$ cat config.mk
export PLATFORM = sky130hd
export DESIGN_NAME = round_sat_unit
export DESIGN_NICKNAME = d
export VERILOG_FILES = /design/src/rtl/rsu_pkg.sv /design/src/rtl/rsu_round.sv /design/src/rtl/rsu_sat.sv /design/src/rtl/round_sat_unit.sv
export SDC_FILE = /design/constraint.sdc
export NUM_CORES = 1
export LEC_CHECK = 0
export CORE_ASPECT_RATIO = 0.5
export CORE_MARGIN = 3
export CORE_UTILIZATION = 40
export CTS_BUF_LIST = sky130_fd_sc_hd__clkbuf_4
export DETAILED_ROUTE_END_ITERATION = 6
export PLACE_DENSITY = 0.71
export SLEW_MARGIN = 40
export SYNTH_ARGS = -nofsm -noshare
export SYNTH_HDL_FRONTEND = slang
export SYNTH_HIERARCHICAL = 1
export SYNTH_SLANG_ARGS = --single-unit
export TNS_END_PERCENT = 10
$ cat constraint.sdc
create_clock -name clk -period 13.9 [get_ports clk]
set_clock_uncertainty 0.1 [all_clocks]
set_input_delay 2.78 -clock clk [delete_from_list [all_inputs] [get_ports clk]]
set_output_delay 2.78 -clock clk [all_outputs]
set_load 0.005 [all_outputs]
$ cat src/rtl/rsu_pkg.sv
package rsu_pkg;

    typedef enum logic {
        RND_HALF_UP  = 1'b0,
        RND_HALF_EVEN = 1'b1
    } rnd_mode_e;

    typedef struct packed {
        logic      rnd_en;
        rnd_mode_e mode;
        logic      sat_en;
        logic      sat_sym;
    } rsu_cfg_t;

    // Decide whether the kept field is bumped by one.
    function automatic logic bump_needed(
        input rnd_mode_e mode,
        input logic      above_half,
        input logic      at_half,
        input logic      kept_lsb
    );
        if (mode == RND_HALF_EVEN)
            return above_half | (at_half & kept_lsb);
        else
            return above_half | at_half;
    endfunction

endpackage

$ cat src/rtl/rsu_round.sv
module rsu_round
    import rsu_pkg::*;
#(
    parameter int IN_W  = 44,
    parameter int POS_W = 6
) (
    input  logic signed [IN_W-1:0]  din,
    input  logic        [POS_W-1:0] pos,
    input  logic                    rnd_en,
    input  rnd_mode_e               mode,
    output logic signed [IN_W:0]    q
);
    localparam int EW = IN_W + 1;
    localparam logic [EW-1:0] ONE = EW'(1);

    logic signed [EW-1:0] ext;
    logic signed [EW-1:0] shifted;
    logic        [EW-1:0] mask;
    logic        [EW-1:0] rem;
    logic        [EW-1:0] half;
    logic                 pos_nz;
    logic                 above, at, inc;

    always_comb begin
        ext     = {din[IN_W-1], din};
        shifted = ext >>> pos;
        mask    = (ONE << pos) - ONE;
        rem     = ext & mask;
        pos_nz  = (pos != '0);
        half    = pos_nz ? (ONE << (pos - POS_W'(1))) : '0;
        above   = pos_nz && (rem > half);
        at      = pos_nz && (rem == half);
        inc     = rnd_en & bump_needed(mode, above, at, shifted[0]);
        q       = shifted + $signed({{(EW-1){1'b0}}, inc});
    end

endmodule

$ cat src/rtl/rsu_sat.sv
module rsu_sat #(
    parameter int IN_W  = 44,
    parameter int OUT_W = 18
) (
    input  logic signed [IN_W:0]    q,
    input  logic                    sat_en,
    input  logic                    sat_sym,
    output logic        [OUT_W-1:0] y,
    output logic                    ovf
);
    localparam int EW = IN_W + 1;
    localparam logic signed [EW-1:0] MAXV =
        $signed({{(EW-OUT_W+1){1'b0}}, {(OUT_W-1){1'b1}}});
    localparam logic signed [EW-1:0] MIN_FULL = -MAXV - EW'(1);
    localparam logic signed [EW-1:0] MIN_SYM  = -MAXV;

    logic signed [EW-1:0] lo;

    always_comb begin
        lo  = sat_sym ? MIN_SYM : MIN_FULL;
        y   = q[OUT_W-1:0];
        ovf = 1'b0;
        if (sat_en) begin
            if (q > MAXV) begin
                y   = MAXV[OUT_W-1:0];
                ovf = 1'b1;
            end else if (q < lo) begin
                y   = lo[OUT_W-1:0];
                ovf = 1'b1;
            end
        end
    end

endmodule

$ cat src/rtl/round_sat_unit.sv
module round_sat_unit
    import rsu_pkg::*;
#(
    parameter int IN_W  = 44,
    parameter int OUT_W = 18,
    localparam int POS_W = $clog2(IN_W)
) (
    input  logic                 clk,
    input  logic                 rst,
    input  logic                 in_valid,
    input  logic [IN_W-1:0]      in_data,
    input  logic [POS_W-1:0]     lsb_pos,
    input  logic                 rnd_en,
    input  logic                 rnd_mode,
    input  logic                 sat_en,
    input  logic                 sat_sym,
    output logic                 out_valid,
    output logic [OUT_W-1:0]     out_data,
    output logic                 out_ovf
);
    localparam int POS_MAX = IN_W - OUT_W;
    localparam logic [OUT_W-1:0] NEG_FULL = {1'b1, {(OUT_W-1){1'b0}}};
    localparam logic [OUT_W-1:0] POS_TOP  = {1'b0, {(OUT_W-1){1'b1}}};

    rsu_cfg_t             cfg;
    logic [POS_W-1:0]     pos_eff;
    logic signed [IN_W:0] rounded;
    logic [OUT_W-1:0]     sat_y;
    logic                 sat_ovf;

    always_comb begin
        cfg.rnd_en  = rnd_en;
        cfg.mode    = rnd_mode_e'(rnd_mode);
        cfg.sat_en  = sat_en;
        cfg.sat_sym = sat_sym;
        pos_eff     = (lsb_pos > POS_W'(POS_MAX)) ? POS_W'(POS_MAX) : lsb_pos;
    end

    rsu_round #(.IN_W(IN_W), .POS_W(POS_W)) u_round (
        .din    ($signed(in_data)),
        .pos    (pos_eff),
        .rnd_en (cfg.rnd_en),
        .mode   (cfg.mode),
        .q      (rounded)
    );

    rsu_sat #(.IN_W(IN_W), .OUT_W(OUT_W)) u_sat (
        .q       (rounded),
        .sat_en  (cfg.sat_en),
        .sat_sym (cfg.sat_sym),
        .y       (sat_y),
        .ovf     (sat_ovf)
    );

    always_ff @(posedge clk) begin
        if (rst) begin
            out_valid <= 1'b0;
            out_data  <= '0;
            out_ovf   <= 1'b0;
        end else begin
            out_valid <= in_valid;
            out_ovf   <= in_valid & sat_ovf;
            if (in_valid)
                out_data <= sat_y;
        end
    end

    // strobe follows accepted sample by one cycle
    p_valid_follows_r2: assert property (@(posedge clk) disable iff (rst)
        in_valid |=> out_valid);
    p_valid_idle_r2: assert property (@(posedge clk) disable iff (rst)
        !in_valid |=> !out_valid);
    // data held over idle cycles
    p_data_hold_r2: assert property (@(posedge clk) disable iff (rst)
        !in_valid |=> $stable(out_data));
    // flag only with a valid result
    p_ovf_with_valid_r11: assert property (@(posedge clk) disable iff (rst)
        out_ovf |-> out_valid);
    // no flag when clamping is off
    p_no_ovf_wrap_r9: assert property (@(posedge clk) disable iff (rst)
        (in_valid && !sat_en) |=> !out_ovf);
    // flagged result sits on a bound
    p_ovf_on_bound_r6: assert property (@(posedge clk) disable iff (rst)
        out_ovf |-> (out_data == POS_TOP || out_data[OUT_W-1]));
    // symmetric clamp never yields the full negative code
    p_sym_no_min_r7: assert property (@(posedge clk) disable iff (rst)
        (in_valid && sat_en && sat_sym) |=> (out_data != NEG_FULL));

endmodule

Word-level counts from Yosys, hierarchy flattened
Index checks and enable logic that the tools add are counted.
{"block": "totals", "ff_bits": 20, "wordCells": 33}
{"block": "classes", "addsub": 3, "n_lt_le_gt_ge": 4, "eq_ne": 1, "n_shift": 3, "mux": 10, "bitwise": 6, "n_reduce_logical": 3}
{"op": "<< shifter 1 x 6 -> 45 bit (first input constant)", "count": 2}
{"op": "2-to-1 mux 18 bit", "count": 3}
{"op": "adder 45 x 2 -> 45 bit", "count": 1}
{"op": "bitwise AND 45 bit", "count": 1}
{"op": "equality test 45 bit", "count": 1}
{"op": "> comparator 45 x 18 -> 1 bit (second input constant)", "count": 1}
{"op": "> comparator 45 bit", "count": 1}
{"op": "less-than comparator 45 bit", "count": 1}
{"op": "2-to-1 mux 45 bit", "count": 1}
{"op": ">>> shifter 44 x 6 -> 45 bit", "count": 1}
{"op": "subtractor 45 x 1 -> 45 bit (second input constant)", "count": 1}
{"op": "> comparator 6 x 5 -> 1 bit (second input constant)", "count": 1}
{"op": "2-to-1 mux 6 bit", "count": 1}
{"op": "nonzero test 6 bit", "count": 1}
{"op": "subtractor 6 x 1 -> 6 bit (second input constant)", "count": 1}
{"op": "2-to-1 mux 1 bit", "count": 5}
{"op": "bitwise AND 1 bit", "count": 3}
{"op": "logical AND 1 bit", "count": 2}
{"op": "OR 1 bit", "count": 2}

Depth between registers and ports, before layout
Gate-level depths: netlist (run 1).
{"block": "depth", "depth_word": 17, "ltp_mapped": 44}

Hierarchy
The synthesis (run 1) kept the hierarchy.
{"module": "rsu_round", "instances": 1, "cells_per_inst": 911, "area_per_inst_um2": 6919.1}
{"module": "round_sat_unit", "instances": 1, "cells_per_inst": 70, "area_per_inst_um2": 758.2}
{"module": "rsu_sat", "instances": 1, "cells_per_inst": 52, "area_per_inst_um2": 360.3}

Worst setup path after synthesis (run 1)
Ideal clock, no wire load.
{"block": "synth_timing", "kind": "in2reg", "start": "in lsb_pos[3]", "end": "reg out_data[7]", "setup_time_ns": 0.128, "arrival_time_ns": 9.998, "t_required_ns": 13.672, "slack_ns": 3.674, "path_stages": 42, "n_path_buf": 8, "cell_sequence": "a311o_1 > buf_6 > buf_6 > buf_8 > buf_6 > buf_2 > clkbuf_1 > nor2_1 > and3_1 > inv_1 > ha_1 > o21ai_0 > nor2_1 > clkbuf_1 > o21ai_0 > xor2_1 > and2_1 > ha_1 > [6 not listed] > o211ai_1 > o221a_2 > ha_1 > ha_1 > inv_1 > a211o_1 > and4bb_2 > and2_1 > nor4b_4 > nand2_1 > xnor2_1 > nor4_1 > and4_1 > a41oi_1 > clkbuf_1 > a21o_2 > mux2i_1 > nor2_1"}
{"block": "synth_between", "elab_chain_len": 16}
{"item": "start, declared", "line_no": "round_sat_unit.sv:12", "rtl": "input logic [POS_W-1:0] lsb_pos,"}
{"item": "> comparator 6 x 5 -> 1 bit", "line_no": "round_sat_unit.sv:36", "rtl": "pos_eff = (lsb_pos > POS_W'(POS_MAX)) ? POS_W'(POS_MAX) : lsb_pos;"}
{"item": "2-to-1 mux 6 bit *", "line_no": "round_sat_unit.sv:36"}
{"item": "parallel branches: the longest is 9 deep, another holds subtractor 45 x 1 -> 45 bit"}
{"item": "adder 45 x 2 -> 45 bit *", "line_no": "rsu_round.sv:34", "rtl": "q = shifted + $signed({{(EW-1){1'b0}}, inc});"}
{"item": "net rounded[30]", "line_no": "round_sat_unit.sv:27", "rtl": "logic signed [IN_W:0] rounded;"}
{"item": "less-than comparator 45 bit", "line_no": "rsu_sat.sv:27", "rtl": "end else if (q < lo) begin"}
{"item": "2-to-1 mux 18 bit", "line_no": "rsu_sat.sv:27"}
{"item": "2-to-1 mux 18 bit *", "line_no": "rsu_sat.sv:24", "rtl": "if (q > MAXV) begin"}
{"item": "2-to-1 mux 18 bit *", "line_no": "rsu_sat.sv:23", "rtl": "if (sat_en) begin"}
{"item": "net sat_y[7]", "line_no": "round_sat_unit.sv:28", "rtl": "logic [OUT_W-1:0] sat_y;"}
{"item": "end signal, assigned", "line_no": "round_sat_unit.sv:64", "rtl": "out_data <= sat_y;"}
{"item": "end, declared", "line_no": "round_sat_unit.sv:18", "rtl": "output logic [OUT_W-1:0] out_data,"}
Mark *: on every way through the listed nets, which the timed path passes.
A chain may end at the register's enable or synchronous reset.

Worst setup path after layout (run 1)
{"block": "layout_timing", "start": "in lsb_pos[2]", "end": "reg out_data[0]"}
{"block": "layout_between", "elab_chain_len": 16}
{"item": "> comparator 6 x 5 -> 1 bit", "line_no": "round_sat_unit.sv:36"}
{"item": "2-to-1 mux 6 bit *", "line_no": "round_sat_unit.sv:36"}
{"item": "net pos_eff[2]", "line_no": "round_sat_unit.sv:26", "rtl": "logic [POS_W-1:0] pos_eff;"}
{"item": "parallel branches: the longest is 9 deep, another holds subtractor 45 x 1 -> 45 bit"}
{"item": "adder 45 x 2 -> 45 bit *", "line_no": "rsu_round.sv:34"}
{"item": "net rounded[44]", "line_no": "round_sat_unit.sv:27"}
{"item": "less-than comparator 45 bit", "line_no": "rsu_sat.sv:27"}
{"item": "2-to-1 mux 18 bit", "line_no": "rsu_sat.sv:27"}
{"item": "2-to-1 mux 18 bit *", "line_no": "rsu_sat.sv:24"}
{"item": "2-to-1 mux 18 bit *", "line_no": "rsu_sat.sv:23"}
{"item": "net sat_y[0]", "line_no": "round_sat_unit.sv:28"}
Marked as above.

==> results.toml, run 1 <==
[synth]
synthTopCellsByArea = "mux4_2 (12%), mux2i_1 (9.2%), ha_1 (7.5%), dfxtp_1 (5.0%), nand2_1 (4.5%)"
synth_mux_area_share_pct = 26.96
synthesis.area_um2 = 8038
syn_inst = 1033
synth_cell_types = 91
synth_seq_cells = 20
synth_top_area_cell = "mux4_2"
seq_area_frac_synth_pct = 4.981
yosys.area_share.adder_pct = 7.472
yosysWarnings = 6
yosys.area_share.simple_pct = 26.12
yosys.area_share.xor_xnor_pct = 5.012
ys.flop_type = "dfxtp_1"
avgSynthCellArea_um2 = 7.781
synth_top_cell_area_share_pct = 11.77
synth_edf_count = 0
synth_top_family_by_area = "multiplexers"
synth_compound_area_share_pct = 22.49
async_flop_share_pct = 0

[placed_design]
portBuffers = 76
gp_congestion = 1.049
dpl.cell_count = 1310
dpl.hpwl_um = 24890
place_area_um2 = 8813

[setup_path]
r2r_setup_slack_ns = 13.16
rr_endpoint = "out_data[3]$_SDFFE_PP0P_"
max_stage_delay_ns = 0.71
cp_num_buf_inv = 5
reg2reg_depth = 2
crit_end = "out_data[0]$_SDFFE_PP0P_"
cpMaxStageDelayCell = "nor2_1"
crit_arrival_ns = 11.47
critPathTopFamily = "simple AND/OR/NAND/NOR gates"
path_depth = 37
cp-end-kind = "register"
critPathLaunchType = "primary input"
startpoint = "lsb_pos[2]"
r2r_start = "out_data[3]$_SDFFE_PP0P_"
critPathKind = "in -> reg"
cp.required_ns = 14.04
cp_max_fo = 34

[run]
cap_violations = 0

[cells_and_area]
layout.cells.non_filler = 1314
area_growth_pct = 9.978
final_cell_mix = "nand2_1 (97), nor2_1 (90), clkdlybuf4s50_1 (75)"
num-nets-final = 1161
design_area_um2 = 8840
antenna_cells = 0
drive_gt1_share_pct = 12.80
final_common_cell = "nand2_1"

[power]
switching_share_pct = 50.84
power_uw = 425.8
p_per_area_nw_per_um2 = 48.17
p_clk_share_pct = 6.4
p_switching_uw = 216.5
peakVddDrop_uv = 22.03
p_int_uw = 209.3
p_comb_share_pct = 78.3
power_leakage_uw = 0.003373
seq_power_share_pct = 15.2

[floorplan]
ios = 77
die_y_um = 106.2
rows = 35
start_util_pct = 42.19
die_x_um = 206.5
core_area_um2 = 19050
die_area_um2 = 21930

[timing]
finalSetupTns_ns = 0
rsz0062_at_grt = "no"
finalSetupViolCount = 0
slew_viol_final = 0
fmax_mhz = 88.21
hold_viol_final = 0
maxSlewHeadroom_pct = 2.672
worst_pin_slew_ns = 1.457
post-route-period-util_pct = 81.56
period_needed_ns = 11.34
whs_ns = 0.4098

[routing]
wl_per_cell_um = 25.02
drtIter0Drc = 1504
wl_met3_um = 4019
num_vias = 9055
firstDrtPassIters = 7
route.met2.wl_um = 13490
drc = 3
ant_nets = 0
wl_met1_um = 13900
vias_per_cell = 6.891
totalWireLength_um = 32870
highest_layer = "met4"

[cts]
cts_sinks = 20
hold_buffers = 0
clockRootBuffer = "clkbuf_4"
clock_latency_ns = 0.30
cts_tree = "built"
clk_pin_slew_worst_paths_ns = 0.10
cts-resized-gates = 0
post-cts-setup-buffer-count = 0
clock_path_buffers = 2
htree_levels = 1
cts_buffers = 3

[global_route]
grt_pass1_vias = 8292
grt_max_degree = 63
antenna_found_initial = 0
grt_pass1_wl_um = 49470
grt-ovfl-total = 0
grtUsageTotal_pct = 28.73

[min_path]
hold_class = "reg -> reg"

[run_status]
violations = "DRC"
outcome = "complete, but fails checks"
[synthesized netlist by cell type (6+ instances only)]
library cell and instances:
buf_2 14, a211oi_1 7, ha_1 48, clkbuf_1 43
mux2i_1 74, mux4_2 42, nand2b_1 10, o221ai_1 7
a21o_2 7, xor2_1 18, or2_2 6, and2_1 34
inv_1 12, a21boi_0 11, nor2b_1 17, nor2_1 91
xnor2_1 28, dfxtp_1 20, o21a_1 12, o21ai_0 45
nand2_1 97, a22oi_1 8, o22ai_1 8, o31ai_1 7
nor3_1 22, buf_6 9, nand4_1 23, a21o_1 28
a21oi_1 55, nand3_1 52, nor4_1 18, buf_4 8
mux2_2 31
[cell families after synthesis]
family	after synthesis
xor+xnor	46
simple gates	408
other cells	1
mux	152
compound gates	261
buf+inv	97
flops	20
fa+ha+maj	48
[flip-flops by register name, indices dropped and copies added (netlist names)]
signal,flops
out_data,18
out_ovf,1
out_valid,1
[per-stage QoR]
step | setup WS [ns] | utilization, %
global placement | 2.596 | 46.29
global route | 1.731 | 46.40
CTS | 2.621 | 46.40
finish | 2.563 | 46.40
floorplan | 3.674 | -
detailed placement | 2.324 | 46.27
[layout make-up]
cell class                      instances  area, µm²
Clock inverter                          1      3.754
Clock buffer                            3      22.52
Inverter                               13      48.80
Sequential cell                        20      400.4
Fill cell                            1921      10210
Multi-Input combinational cell        920       7119
Timing Repair Buffer                   98      920.9
Tap cell                              259      324.1
[tightest hold or removal path: stages, from the launching register on]
cell and delay (ns):
dfxtp_1 0.34, mux2i_1 0.06, nor2_1 0.08
[how the worst min path moves through the flow]
stage / start / end / slack, ns / cells after the start
after floorplan: out_data[0]$_SDFFE_PP0P_ / out_data[0]$_SDFFE_PP0P_ / 0.38 / 2
after global placement: out_data[17]$_SDFFE_PP0P_ / out_data[17]$_SDFFE_PP0P_ / 0.38 / 2
after detailed placement: out_data[5]$_SDFFE_PP0P_ / out_data[5]$_SDFFE_PP0P_ / 0.39 / 2
after CTS: out_data[5]$_SDFFE_PP0P_ / out_data[5]$_SDFFE_PP0P_ / 0.41 / 2
after global routing: out_data[17]$_SDFFE_PP0P_ / out_data[17]$_SDFFE_PP0P_ / 0.44 / 2
final: out_data[5]$_SDFFE_PP0P_ / out_data[5]$_SDFFE_PP0P_ / 0.41 / 2
[power by group through the flow]
stage	clock, µW	sequential, µW	combinational, µW
CTS	28.0	65.0	318
global route	29.5	65.6	353
detailed placement	0	66.3	317
floorplan	0	66.4	215
finish	27.3	64.9	334
global placement	0	66.3	314
[per-layer routing]
| layer | vias up | global-route usage [%] |
|---|---|---|
| met5 | - | 0 |
| met4 | 0 | 9.869 |
| met3 | 120 | 5.537 |
| met2 | 669 | 42.41 |
| met1 | 4273 | 41.54 |
| li1 | 3993 | - |
No activity file was read; power rests on OpenSTA's default activity.
==> run 2: changes to the inputs <==
--- a/config.mk
+++ b/config.mk
@@ -10,7 +10,7 @@
 export CORE_UTILIZATION = 40
 export CTS_BUF_LIST = sky130_fd_sc_hd__clkbuf_4
 export DETAILED_ROUTE_END_ITERATION = 6
-export PLACE_DENSITY = 0.71
+export PLACE_DENSITY = 0.73
 export SLEW_MARGIN = 40
 export SYNTH_ARGS = -nofsm -noshare
 export SYNTH_HDL_FRONTEND = slang
==> constraint.sdc (replaced) <==
create_clock -name clk -period 9.9 [get_ports clk]
set_clock_uncertainty 0.1 [all_clocks]
set_input_delay 1.98 -clock clk [delete_from_list [all_inputs] [get_ports clk]]
set_output_delay 1.98 -clock clk [all_outputs]
set_load 0.005 [all_outputs]
==> results.toml, run 2 (synthesized netlist as in run 1, its figures left out) <==
[run_status]
outcome = "completed"

[placed_design]
place_area_um2 = 8995
dpl.hpwl_um = 25120
dpl.cell_count = 1330
gp_congestion = 1.047
portBuffers = 76

[floorplan]
die_x_um = 206.5
core_area_um2 = 19050
die_y_um = 106.2
die_area_um2 = 21930
rows = 35
start_util_pct = 42.19
ios = 77

[min_path]
hp-start = "out_data[13]$_SDFFE_PP0P_"
holdPathEnd = "out_data[13]$_SDFFE_PP0P_"
hold_class = "reg -> reg"
hold_depth = 2

[cells_and_area]
top_register = "out_data"
antenna_cells = 0
final_common_cell = "nand2_1"
area_growth_pct = 12.78
multiInputGateArea_um2 = 7173
fillCellCount = 1851
largest_register_ffs = 18
seqCellArea_um2 = 400.4
final_cell_mix = "nand2_1 (97), nor2_1 (88), clkdlybuf4s50_1 (75)"
design_area_um2 = 9065
num-nets-final = 1182
layout.cells.non_filler = 1334
reg_top3 = "out_data (18), out_ovf (1), out_valid (1)"
drive_gt1_share_pct = 15.16

[timing]
worst_pin_slew_ns = 1.238
finalSetupViolCount = 0
maxSlewHeadroom_pct = 17.30
hold_viol_final = 0
slew_viol_final = 0
period_needed_ns = 9.456
post-route-period-util_pct = 95.52
whs_ns = 0.4036
fmax_mhz = 105.8

[cts]
clock_path_buffers = 2
htree_levels = 1
cts_buffers = 3
clk_pin_slew_worst_paths_ns = 0.10
clockRootBuffer = "clkbuf_4"
cts_sinks = 20
cts_tree = "built"
clock_latency_ns = 0.28

[setup_path]
cpMaxStageDelayCell = "clkdlybuf4s50_1"
critPathKind = "in -> reg"
cp-end-kind = "register"
critPathLaunchType = "primary input"
r2r_setup_slack_ns = 9.14
cp_max_fo = 15
cp.required_ns = 10.02
reg2reg_depth = 2
rr_endpoint = "out_data[0]$_SDFFE_PP0P_"
crit_arrival_ns = 9.57
max_stage_delay_ns = 0.57
r2r_start = "out_data[0]$_SDFFE_PP0P_"
cpMostUsedCell = "ha_1"

[global_route]
grt_max_degree = 62
grt_pass1_vias = 8698
grtUsageTotal_pct = 28.60
antenna_found_initial = 0
grt-ovfl-total = 0
grt_pass1_wl_um = 49560

[routing]
wl_per_cell_um = 24.60
num_vias = 9102
vias_per_cell = 6.823
drtIter0Drc = 1141
totalWireLength_um = 32820
firstDrtPassIters = 6
ant_nets = 0
drc = 0

[power]
power_leakage_uw = 0.003486
p_per_area_nw_per_um2 = 66.11
peakVddDrop_uv = 35.35

[run]
cap_violations = 0
-- run 2: critical path, delay by kind of cell --
kind	cells	cell delay, ns
compound gates	8	1.75
xor+xnor	1	0.18
fa+ha+maj	4	0.79
buf+inv	4	0.93
mux	2	0.31
simple gates	17	3.63
-- run 2: how the worst max path moves through the flow --
stage                          start                       end  slack [ns]  cells after the start
after floorplan           lsb_pos[3]  out_data[7]$_SDFFE_PP0P_        0.47                     42
after global placement    lsb_pos[3]  out_data[0]$_SDFFE_PP0P_        0.41                     35
after detailed placement  lsb_pos[3]  out_data[0]$_SDFFE_PP0P_        0.08                     36
after CTS                 lsb_pos[3]  out_data[0]$_SDFFE_PP0P_        0.38                     36
after global routing      lsb_pos[3]  out_data[0]$_SDFFE_PP0P_       -0.06                     38
final                     lsb_pos[3]  out_data[0]$_SDFFE_PP0P_        0.44                     36
-- run 2: per-layer routing --
metal  global-route usage (%)  vias to the layer above  wire (µm)  part of all wire (%)
met5                        0                        -          0                     0
met4                    10.79                        0       1362                   4.2
met3                    7.556                      124       4241                    13
met2                    42.50                      648      13670                    42
met1                    39.50                     4297      13540                    41
li1                         -                     4033          -                     -
-- run 2: final cells by class --
cell class | instances | share of cell area, %
inverter | 13 | 0.5383
sequential | 20 | 4.417
timing repair buffer | 118 | 12.09
multi-input combinational | 921 | 79.13
clock buffer | 3 | 0.2484
tap | 259 | 3.575
-- run 2: power breakdown --
| group | switching, µW | internal, µW | leakage [µW] |
|---|---|---|---|
| clock | 20.9 | 14.1 | 0.0000138 |
| combinational | 275 | 197 | 0.00331 |
| sequential | 3.90 | 87.5 | 0.000165 |
| total | 300 | 299 | 0.00349 |
-- run 2: per-stage QoR --
stage | setup slack [ns] | utilization [%] | total power [µW] | TNS (ns)
after detailed placement | 0.08078 | 47.22 | 541.4 | 0
after CTS | 0.3774 | 47.34 | 578.3 | 0
after floorplan | 0.4742 | - | 394.9 | 0
final | 0.4438 | 47.59 | 599.3 | 0
after global routing | -0.06197 | 47.59 | 632.3 | -0.07252
after global placement | 0.4088 | 47.11 | 533.6 | 0
-- run 2: repair_timing --
action | in CTS | in global routing
hold buffers | 0 | 0
endpoints found under the setup margin | 0 | 19
setup buffers | 0 | 0
resized for setup | 0 | 9
